<file path="config.mk">
export PLATFORM = sky130hd
export DESIGN_NAME = cond_bank_unit
export DESIGN_NICKNAME = d
export VERILOG_FILES = /design/src/rtl/cond_bank_pkg.sv /design/src/rtl/int_rel_cmp.sv /design/src/rtl/fp_rel_cmp.sv /design/src/rtl/cond_map.sv /design/src/rtl/cond_bank_unit.sv
export SDC_FILE = /design/constraint.sdc
export NUM_CORES = 1
export LEC_CHECK = 0
export CAP_MARGIN = 10
export CORE_MARGIN = 2
export CORE_UTILIZATION = 43
export DETAILED_ROUTE_END_ITERATION = 8
export PLACE_DENSITY = 0.95
export SLEW_MARGIN = 25
export SYNTH_ARGS = -nofsm -noshare
export SYNTH_HDL_FRONTEND = slang
export SYNTH_SLANG_ARGS = --single-unit
</file>
<file path="constraint.sdc">
create_clock -name clk -period 6.51 [get_ports clk]
set_input_delay 1.953 -clock clk [delete_from_list [all_inputs] [get_ports clk]]
set_output_delay 1.953 -clock clk [all_outputs]
set_load 0.02 [all_outputs]
</file>
<file path="src/rtl/cond_bank_pkg.sv">
package cond_bank_pkg;

    parameter int INT_W    = 32;
    parameter int FP_EXP_W = 11;
    parameter int FP_MAN_W = 52;
    parameter int FP_W     = 1 + FP_EXP_W + FP_MAN_W;
    parameter int OPND_W   = (FP_W > INT_W) ? FP_W : INT_W;
    parameter int NUM_COND = 12;
    parameter int NUM_PAIR = NUM_COND / 2;

    // condition positions: even = pair leader, odd = its complement
    localparam int C_EQ = 0;
    localparam int C_NE = 1;
    localparam int C_LT = 2;
    localparam int C_GE = 3;
    localparam int C_GT = 4;
    localparam int C_LE = 5;
    localparam int C_LO = 6;
    localparam int C_HS = 7;
    localparam int C_HI = 8;
    localparam int C_LS = 9;
    localparam int C_MI = 10;
    localparam int C_PL = 11;

    localparam int P_EQ = C_EQ / 2;
    localparam int P_LT = C_LT / 2;
    localparam int P_GT = C_GT / 2;
    localparam int P_LO = C_LO / 2;
    localparam int P_HI = C_HI / 2;
    localparam int P_MI = C_MI / 2;

    typedef logic [NUM_COND-1:0] cond_vec_t;
    typedef logic [NUM_PAIR-1:0] pair_vec_t;

    typedef enum logic {
        MODE_INT = 1'b0,
        MODE_FP  = 1'b1
    } cmp_mode_e;

    typedef struct packed {
        logic eq;
        logic lt_s;
        logic gt_s;
        logic lt_u;
        logic gt_u;
    } int_rel_t;

    typedef struct packed {
        logic unord;
        logic eq;
        logic lt;
        logic gt;
    } fp_rel_t;

    typedef struct packed {
        cond_vec_t val;
        cond_vec_t vld;
    } cond_bank_t;

    // one bit set per pair index
    function automatic pair_vec_t pair_bit(input int idx);
        pair_vec_t r;
        r = '0;
        r[idx] = 1'b1;
        return r;
    endfunction

endpackage

</file>
<file path="src/rtl/int_rel_cmp.sv">
module int_rel_cmp
    import cond_bank_pkg::*;
#(
    parameter int W = INT_W
) (
    input  logic [W-1:0] a_i,
    input  logic [W-1:0] b_i,
    output int_rel_t     rel_o
);
    logic sign_diff;
    logic mag_lt;

    always_comb begin
        sign_diff = a_i[W-1] ^ b_i[W-1];
        mag_lt    = a_i[W-2:0] < b_i[W-2:0];

        rel_o.eq   = (a_i == b_i);
        rel_o.lt_u = sign_diff ? b_i[W-1] : mag_lt;
        rel_o.gt_u = !rel_o.eq && !rel_o.lt_u;
        // with differing signs the negative side is the smaller one
        rel_o.lt_s = sign_diff ? a_i[W-1] : mag_lt;
        rel_o.gt_s = !rel_o.eq && !rel_o.lt_s;
    end
endmodule

</file>
<file path="src/rtl/fp_rel_cmp.sv">
module fp_rel_cmp
    import cond_bank_pkg::*;
#(
    parameter int EXP_W = FP_EXP_W,
    parameter int MAN_W = FP_MAN_W
) (
    input  logic [EXP_W+MAN_W:0] a_i,
    input  logic [EXP_W+MAN_W:0] b_i,
    output fp_rel_t              rel_o
);
    localparam int W     = 1 + EXP_W + MAN_W;
    localparam int MAG_W = W - 1;

    logic             sa, sb;
    logic [MAG_W-1:0] ma, mb;
    logic             nan_a, nan_b, zeros, raw_eq, raw_lt;

    always_comb begin
        sa    = a_i[W-1];
        sb    = b_i[W-1];
        ma    = a_i[MAG_W-1:0];
        mb    = b_i[MAG_W-1:0];
        nan_a = (&a_i[W-2:MAN_W]) && (|a_i[MAN_W-1:0]);
        nan_b = (&b_i[W-2:MAN_W]) && (|b_i[MAN_W-1:0]);
        zeros = (ma == '0) && (mb == '0);
        raw_eq = zeros || (a_i == b_i);

        if (zeros)         raw_lt = 1'b0;
        else if (sa != sb) raw_lt = sa;
        else if (!sa)      raw_lt = ma < mb;
        else               raw_lt = mb < ma;

        rel_o.unord = nan_a || nan_b;
        rel_o.eq    = !rel_o.unord && raw_eq;
        rel_o.lt    = !rel_o.unord && raw_lt;
        rel_o.gt    = !rel_o.unord && !raw_eq && !raw_lt;
    end
endmodule

</file>
<file path="src/rtl/cond_map.sv">
module cond_map
    import cond_bank_pkg::*;
(
    input  int_rel_t   irel_i,
    input  fp_rel_t    frel_i,
    input  cmp_mode_e  mode_i,
    output cond_bank_t bank_o
);
    pair_vec_t lead;
    pair_vec_t pvld;

    always_comb begin
        lead = '0;
        if (mode_i == MODE_FP) begin
            pvld       = ~pair_bit(P_LO);
            lead[P_EQ] = frel_i.eq;
            lead[P_LT] = !(frel_i.gt || frel_i.eq);    // lt = NOT ge
            lead[P_GT] = frel_i.gt;
            lead[P_HI] = !(frel_i.lt || frel_i.eq);    // hi = NOT ls
            lead[P_MI] = frel_i.lt;
        end else begin
            pvld       = ~pair_bit(P_MI);
            lead[P_EQ] = irel_i.eq;
            lead[P_LT] = irel_i.lt_s;
            lead[P_GT] = irel_i.gt_s;
            lead[P_LO] = irel_i.lt_u;
            lead[P_HI] = irel_i.gt_u;
        end
    end

    for (genvar p = 0; p < NUM_PAIR; p++) begin : g_pair
        assign bank_o.val[2*p]   = pvld[p] &  lead[p];
        assign bank_o.val[2*p+1] = pvld[p] & ~lead[p];
        assign bank_o.vld[2*p]   = pvld[p];
        assign bank_o.vld[2*p+1] = pvld[p];
    end
endmodule

</file>
<file path="src/rtl/cond_bank_unit.sv">
module cond_bank_unit
    import cond_bank_pkg::*;
(
    input  logic                clk,
    input  logic                rst,
    input  logic [OPND_W-1:0]   opa_i,
    input  logic [OPND_W-1:0]   opb_i,
    input  logic                fp_mode_i,
    input  logic                wr_en_i,
    output logic [NUM_COND-1:0] cond_o,
    output logic [NUM_COND-1:0] cond_vld_o
);
    int_rel_t   irel;
    fp_rel_t    frel;
    cond_bank_t nxt;
    cond_bank_t bank_q;
    cmp_mode_e  mode;

    assign mode = fp_mode_i ? MODE_FP : MODE_INT;

    int_rel_cmp #(.W(INT_W)) u_int (
        .a_i   (opa_i[INT_W-1:0]),
        .b_i   (opb_i[INT_W-1:0]),
        .rel_o (irel)
    );

    fp_rel_cmp #(.EXP_W(FP_EXP_W), .MAN_W(FP_MAN_W)) u_fp (
        .a_i   (opa_i[FP_W-1:0]),
        .b_i   (opb_i[FP_W-1:0]),
        .rel_o (frel)
    );

    cond_map u_map (
        .irel_i (irel),
        .frel_i (frel),
        .mode_i (mode),
        .bank_o (nxt)
    );

    always_ff @(posedge clk) begin
        if (rst)          bank_q <= '0;
        else if (wr_en_i) bank_q <= nxt;
    end

    assign cond_o     = bank_q.val;
    assign cond_vld_o = bank_q.vld;

    // ---------------- assertions ----------------
    logic rst_seen_q;
    always_ff @(posedge clk) rst_seen_q <= rst;

    always_ff @(posedge clk) begin
        if (rst_seen_q && !rst) begin
            a_r1_reset_clears: assert (cond_o == '0 && cond_vld_o == '0)
                else $error("bank not cleared by reset");
        end
    end

    a_r2_hold_when_idle: assert property (@(posedge clk) disable iff (rst)
        !wr_en_i |=> ($stable(cond_o) && $stable(cond_vld_o)));

    for (genvar p = 0; p < NUM_PAIR; p++) begin : g_pair_chk
        a_r3_pair_complement: assert property (@(posedge clk) disable iff (rst)
            (cond_vld_o[2*p] && cond_vld_o[2*p+1]) |->
                $onehot({cond_o[2*p], cond_o[2*p+1]}));
        a_r3_pair_vld_together: assert property (@(posedge clk) disable iff (rst)
            cond_vld_o[2*p] == cond_vld_o[2*p+1]);
    end

    a_r6_invalid_reads_zero: assert property (@(posedge clk) disable iff (rst)
        (cond_o & ~cond_vld_o) == '0);

    a_r8_mask_shape: assert property (@(posedge clk) disable iff (rst)
        $countones(cond_vld_o) == 0 || $countones(cond_vld_o) == NUM_COND - 2);

    a_r6_int_mask: assert property (@(posedge clk) disable iff (rst)
        (wr_en_i && !fp_mode_i) |=>
            (!cond_vld_o[C_MI] && !cond_vld_o[C_PL] && cond_vld_o[C_LO]));

    a_r8_fp_mask: assert property (@(posedge clk) disable iff (rst)
        (wr_en_i && fp_mode_i) |=>
            (!cond_vld_o[C_LO] && !cond_vld_o[C_HS] && cond_vld_o[C_MI]));

    a_r9_nan_unequal: assert property (@(posedge clk) disable iff (rst)
        (wr_en_i && fp_mode_i && (&opa_i[FP_W-2:FP_MAN_W]) && (|opa_i[FP_MAN_W-1:0])) |=>
            (!cond_o[C_EQ] && cond_o[C_NE] && cond_o[C_LE] && cond_o[C_LT]));

    a_r11_int_equal: assert property (@(posedge clk) disable iff (rst)
        (wr_en_i && !fp_mode_i && opa_i[INT_W-1:0] == opb_i[INT_W-1:0]) |=>
            (cond_o[C_EQ] && !cond_o[C_NE] && cond_o[C_HS] && cond_o[C_LE]));

endmodule

</file>
; ---- Word-level counts from Yosys, hierarchy flattened
; Index checks and enable logic that the tools add are counted.
[classes]
n_bitwise = 19
n_div = 0
reduce_logical = 27
n_mul = 0
addsub = 0
eq_ne = 3
order_cmp = 3
mux = 11
n_shift = 0
[ops]
columns = op, count
row1 = zero test 63 bit, 2
row2 = less-than comparator 63 bit, 2
row3 = OR reduction 52 bit, 2
row4 = == test 64 bit, 1
row5 = == test 32 bit, 1
row6 = less-than comparator 31 bit, 1
row7 = AND reduction 11 bit, 2
row8 = bitwise AND 1 bit, 12
row9 = logical AND 1 bit, 9
row10 = 2-to-1 mux 1 bit, 9
row11 = zero test 1 bit, 8
row12 = 2-to-1 mux 6 bit, 1
row13 = inverter 1 bit, 6
row14 = logical OR 1 bit, 4
row15 = 2-to-1 mux 3 bit, 1
row16 = inequality test 1 bit, 1
row17 = bitwise XOR 1 bit, 1
[word_totals]
regBits = 23
memories = 0
input_bits = 132
rom_bits = 0
ramBits = 0
latchBits = 0

; ---- Longest topological paths before layout
[depth]
depth_word = 11
depth_mapped = 10

; ---- By module
; Synthesis repeated with hierarchy kept, for this count alone.
[hier_totals]
hier_cells = 520
area_unflattened_um2 = 3975.1
[modules_own_cells]
columns = module, cells_each, n_inst, area_each_um2, seq_area_each_um2
row1 = fp_rel_cmp, 301, 1, 2044.5, 0.0
row2 = cond_bank_unit, 77, 1, 869.6, 480.5
row3 = int_rel_cmp, 115, 1, 860.8, 0.0
row4 = cond_map, 27, 1, 200.2, 0.0

; ---- Least setup slack after synthesis
; Ideal clock, no wire load.
[synth_timing]
kind = input port to flip-flop
from = in opb_i[29]
to = reg bank_q (netlist bit cond_o[2])
stages = 10
path_buffers = 0
path_slack_ns = 2.212
arrival_ns = 4.178
cell_sequence = inv_1 -> ha_1 -> nand4_2 -> or4_4 -> nor4_4 -> a31oi_1 -> nor3_2 -> a311o_2 -> nor3_1 -> a211o_1
[synth_via]
elab_chain_cells = 10
[synth_lines]
columns = item, line
row1 = start: declaration, cond_bank_unit.sv:7  ; input logic [OPND_W-1:0] opb_i,
row2 = "less-than comparator 63 bit, or another cell as far along", fp_rel_cmp.sv:30  ; else if (!sa) raw_lt = ma < mb;
row3 = "2-to-1 mux 1 bit, or another cell as far along", fp_rel_cmp.sv:30
row4 = "2-to-1 mux 1 bit, or another cell as far along", fp_rel_cmp.sv:29  ; else if (sa != sb) raw_lt = sa;
row5 = "2-to-1 mux 1 bit, or another cell as far along", fp_rel_cmp.sv:28  ; if (zeros) raw_lt = 1'b0;
row6 = zero test 1 bit / logical AND 1 bit (equally long branches), fp_rel_cmp.sv:36  ; rel_o.gt = !rel_o.unord && !raw_eq && !raw_lt;
row7 = logical AND 1 bit, fp_rel_cmp.sv:36
row8 = logical OR 1 bit, cond_map.sv:17  ; lead[P_LT] = !(frel_i.gt || frel_i.eq);
row9 = zero test 1 bit, cond_map.sv:17
row10 = 2-to-1 mux 3 bit (*), cond_map.sv:14  ; if (mode_i == MODE_FP) begin
row11 = bitwise AND 1 bit (*), cond_map.sv:32  ; assign bank_o.val[2*p] = pvld[p] & lead[p];
row12 = end signal: assignment, cond_bank_unit.sv:42  ; else if (wr_en_i) bank_q <= nxt;
row13 = end: declaration, cond_bank_unit.sv:16  ; cond_bank_t bank_q;
; Mark *: on every way between the ends. The rest lies on a longest branch, timed or not.
; A chain may end at the register's enable or synchronous reset.

; ---- Worst setup path in the final report
; Same ends and word-level chain as after synthesis.

==> summary.md <==
| Metric | Value |
|---|---|
| Setup crit start kind | input pin |
| Initial antenna violation count | 0 |
| EDFF count, synth | 0 |
| Fillers | 549 |
| Worst skew pair latency | 0.24 ns |
| Ys Warns | 0 |
| TNS Setup | 0 ns |
| Routed via count | 3442 |
| Leakage | approximately 1.9 nW |
| Asr flop ratio synth | 0% |
| Outcome | finished clean |
| Critical Path RT | 6.65 ns |
| Largest net degree at the start of global routing | 14 |
| Core region area | roughly 6200 µm² |
| I/O pins | 156 |
| P_int | 0.280 mW |
| Minimum hold slack | 0.457 ns |
| CTS clk-pin slew, worst paths | 0.06 ns |
| HPWL after DPL | 8.46 mm |
| Crit Path Class | input pin to register |
| WL/cell | approximately 16 µm |
| Horiz. Die Dim | approximately 84 µm |
| Post-CTS setup buffers | 0 |
| Die height | 83.9 µm |
| Worst rel slew slack | around 53% |
| Period minus WS final | approximately 4.8 ns |
| Share of layout cells above drive strength 1 | 1.90% |
| Reg2Reg Setup Slack | 5.68 ns |
| Sequential Power Share | 23.8% |
| CP max FO | 7 |
| Final Hold Vio Count | 0 |
| RSZ-0062 raised after global routing | false |
| ANT nets after route | 0 |
| Hold Startpoint | cond_o[6]$_SDFFE_PP0P_ |
| R2r startpoint | cond_o[2]$_SDFFE_PP0P_ |
| Post-Syn Nets | around 580 |
| Number of port buffers | 155 |
| Initial Util | 43.9% |
| CTS sink count | 15 |
| Post-synth top flop | dfxtp_1 |
| WHS Endpoint | cond_o[6]$_SDFFE_PP0P_ |
| Post-CTS Resized | 0 |
| Mapped Area | about 2700 µm² |
| Final setup vio count | 0 |
| Worst r2r dst | cond_o[2]$_SDFFE_PP0P_ |
| Fin crit share | 73.7% |
| Maximum clock rate | 209 MHz |
| Post-synthesis cell count | 380 |
| First-pass iteration count of the detailed router | 4 |
| DRC Markers | 0 |
| Hold path cells | 2 |
| Clk network pwr share | ~17% |
| Post-Synthesis Mean Instance Area | ~7.2 µm² |
| Seq/Total Area, Yosys | between 10% and 20% |
| Number of global-route vias before repair | ~3500 |
| First-pass GRT wire length | 15.5 mm |
| PwrDens | 99.4 nW/µm² |
| Area Overhead vs Synth | 58.7% |
| R2R depth | 2 |
| Type of destination of the critical path | register |
| Die area | 7030 µm² |
| Peak VDD IR | 98.7 µV |
| Min-delay worst type | register to register |
| Remaining Overflow, GRT | 0 |
| Register area | roughly 300 µm² |
| Max cap viols | 0 |
| Fin. max-slew vios | 0 |
| H-tree levels | 1 |
| Gr usage total | 26.4% |
| Net Switching | between 0.15 and 0.2 mW |
| Seq cells post-synth | 15 |
| Worst Tran Pin Value | 0.696 ns |
| Vias per cell | around 5.7 |
| Routed WL | ~9.5 mm |
| Combinational Power Share | 58.7% |
| Clock Skew | 0 ns |
| Sw Share | a little over a third |
| Post-CTS Hold Fix Bufs | 0 |
| Clock root cell | clkbuf_8 |
| Cts bufs inserted | 3 |
| Inserted Diodes | 0 |
| Std-Cell Rows | 29 |
| CTS tree | built |
| Placer Congestion | 0.874 |
| Initial drt markers | 130 |
| Bufs on Longest Clock Path | 2 |
| Synth cell types | 48 |
| Crit path DAT | 4.94 ns |
| Area of the multi-input gates | 2100 µm² |
| Fin nets | 722 |
cell usage after synthesis, types with 3 or more instances:
master	instances	area, µm²
inv_1	69	259
ha_1	63	788
nor4_1	34	213
a21oi_1	33	165
nand4_1	26	163
nand2_1	22	82.6
nor2_1	19	71.3
dfxtp_1	15	300
buf_4	9	67.6
nand3_1	8	40.0
nor3_1	8	40.0
o21ai_0	7	35.0
o21ai_1	7	35.0
a31oi_1	5	31.3
and3_1	4	25.0
clkbuf_1	4	15.0
a211oi_1	3	22.5
or4_1	3	22.5
final cells by class:
cell class	instances	share of cell area (%)
repair buffers	155	35.6
flip-flops and latches	15	6.90
well taps	77	2.21
clock buffers	4	1.03
inverters	69	5.95
multi-input cells	283	48.3
per-stage QoR:
step	util [%]	setup WS [ns]	cell area [µm²]	std cells	total power, mW
floorplan	-	2.21	2740	380	0.219
global route	69.7	1.51	4350	603	0.460
CTS	69.7	1.73	4350	603	0.432
global placement	69.0	1.58	4310	599	0.349
detailed placement	69.0	1.47	4310	599	0.357
finish	69.7	1.71	4350	603	0.433
how the worst max path moves through the flow:
stage	from	end	slack (ns)	cells past startpoint
2_1_floorplan	opb_i[29]	cond_o[2]$_SDFFE_PP0P_	2.21	10
3_3_place_gp	opb_i[29]	cond_o[2]$_SDFFE_PP0P_	1.58	11
3_5_place_dp	opb_i[29]	cond_o[2]$_SDFFE_PP0P_	1.47	11
4_1_cts	opb_i[29]	cond_o[2]$_SDFFE_PP0P_	1.73	11
5_1_grt	opb_i[8]	cond_o[10]$_SDFFE_PP0P_	1.51	11
6_report	opb_i[29]	cond_o[2]$_SDFFE_PP0P_	1.71	11
power by group through the flow:
stage | Sequential [mW] | Clock (mW) | Combinational [mW]
floorplan | 0.112 | 0 | 0.107
global placement | 0.104 | 0 | 0.245
detailed placement | 0.105 | 0 | 0.252
CTS | 0.103 | 0.0757 | 0.253
global route | 0.104 | 0.0775 | 0.279
finish | 0.103 | 0.0755 | 0.254
metal layers:
| metal | GRT usage [%] | vias to the layer above | share of wire (%) | wire (µm) |
|---|---|---|---|---|
| met3 | 3.17 | 17 | 6.9 | 649 |
| li1 | - | 1715 | - | - |
| met1 | 30.2 | 1553 | 40 | 3830 |
| met4 | 6.60 | 0 | 1.8 | 174 |
| met2 | 51.1 | 157 | 51 | 4810 |
| met5 | 0 | - | 0 | 0 |
cells in the final DEF, fill, tap and decap left out, types with 8 or more instances in the layout:
cell type	netlist	layout
a21oi_1	33	33
clkdlybuf4s50_1	0	155
dfxtp_1	15	15
ha_1	63	63
inv_1	69	69
nand2_1	22	22
nand3_1	8	8
nand4_1	26	26
nor2_1	19	19
nor3_1	8	8
nor4_1	34	34
logic make-up after synthesis:
logic type	after synthesis	synth area share [%]
AOI/OAI and AO/OA	79	18.1
DFF	15	10.9
xor gates and xnor gates	1	0.319
adders and majority gates	63	28.7
muxes	1	0.365
buffers and inverters	82	12.5
and+or+nand+nor	139	29.1
worst max-delay path, stage by stage:
cell             delay, ns
clkdlybuf4s50_1       0.50
inv_1                 0.05
ha_1                  0.32
nand4_2               0.16
or4_4                 0.61
nor4_4                0.42
a31oi_1               0.16
nor3_2                0.26
a311o_2               0.16
nor3_1                0.04
a211o_1               0.29
state kept, by name, summed over array words and instances (netlist names):
signal	cells
cond_vld_o	3
cond_o	12
Power figures use the tool's default switching activity.
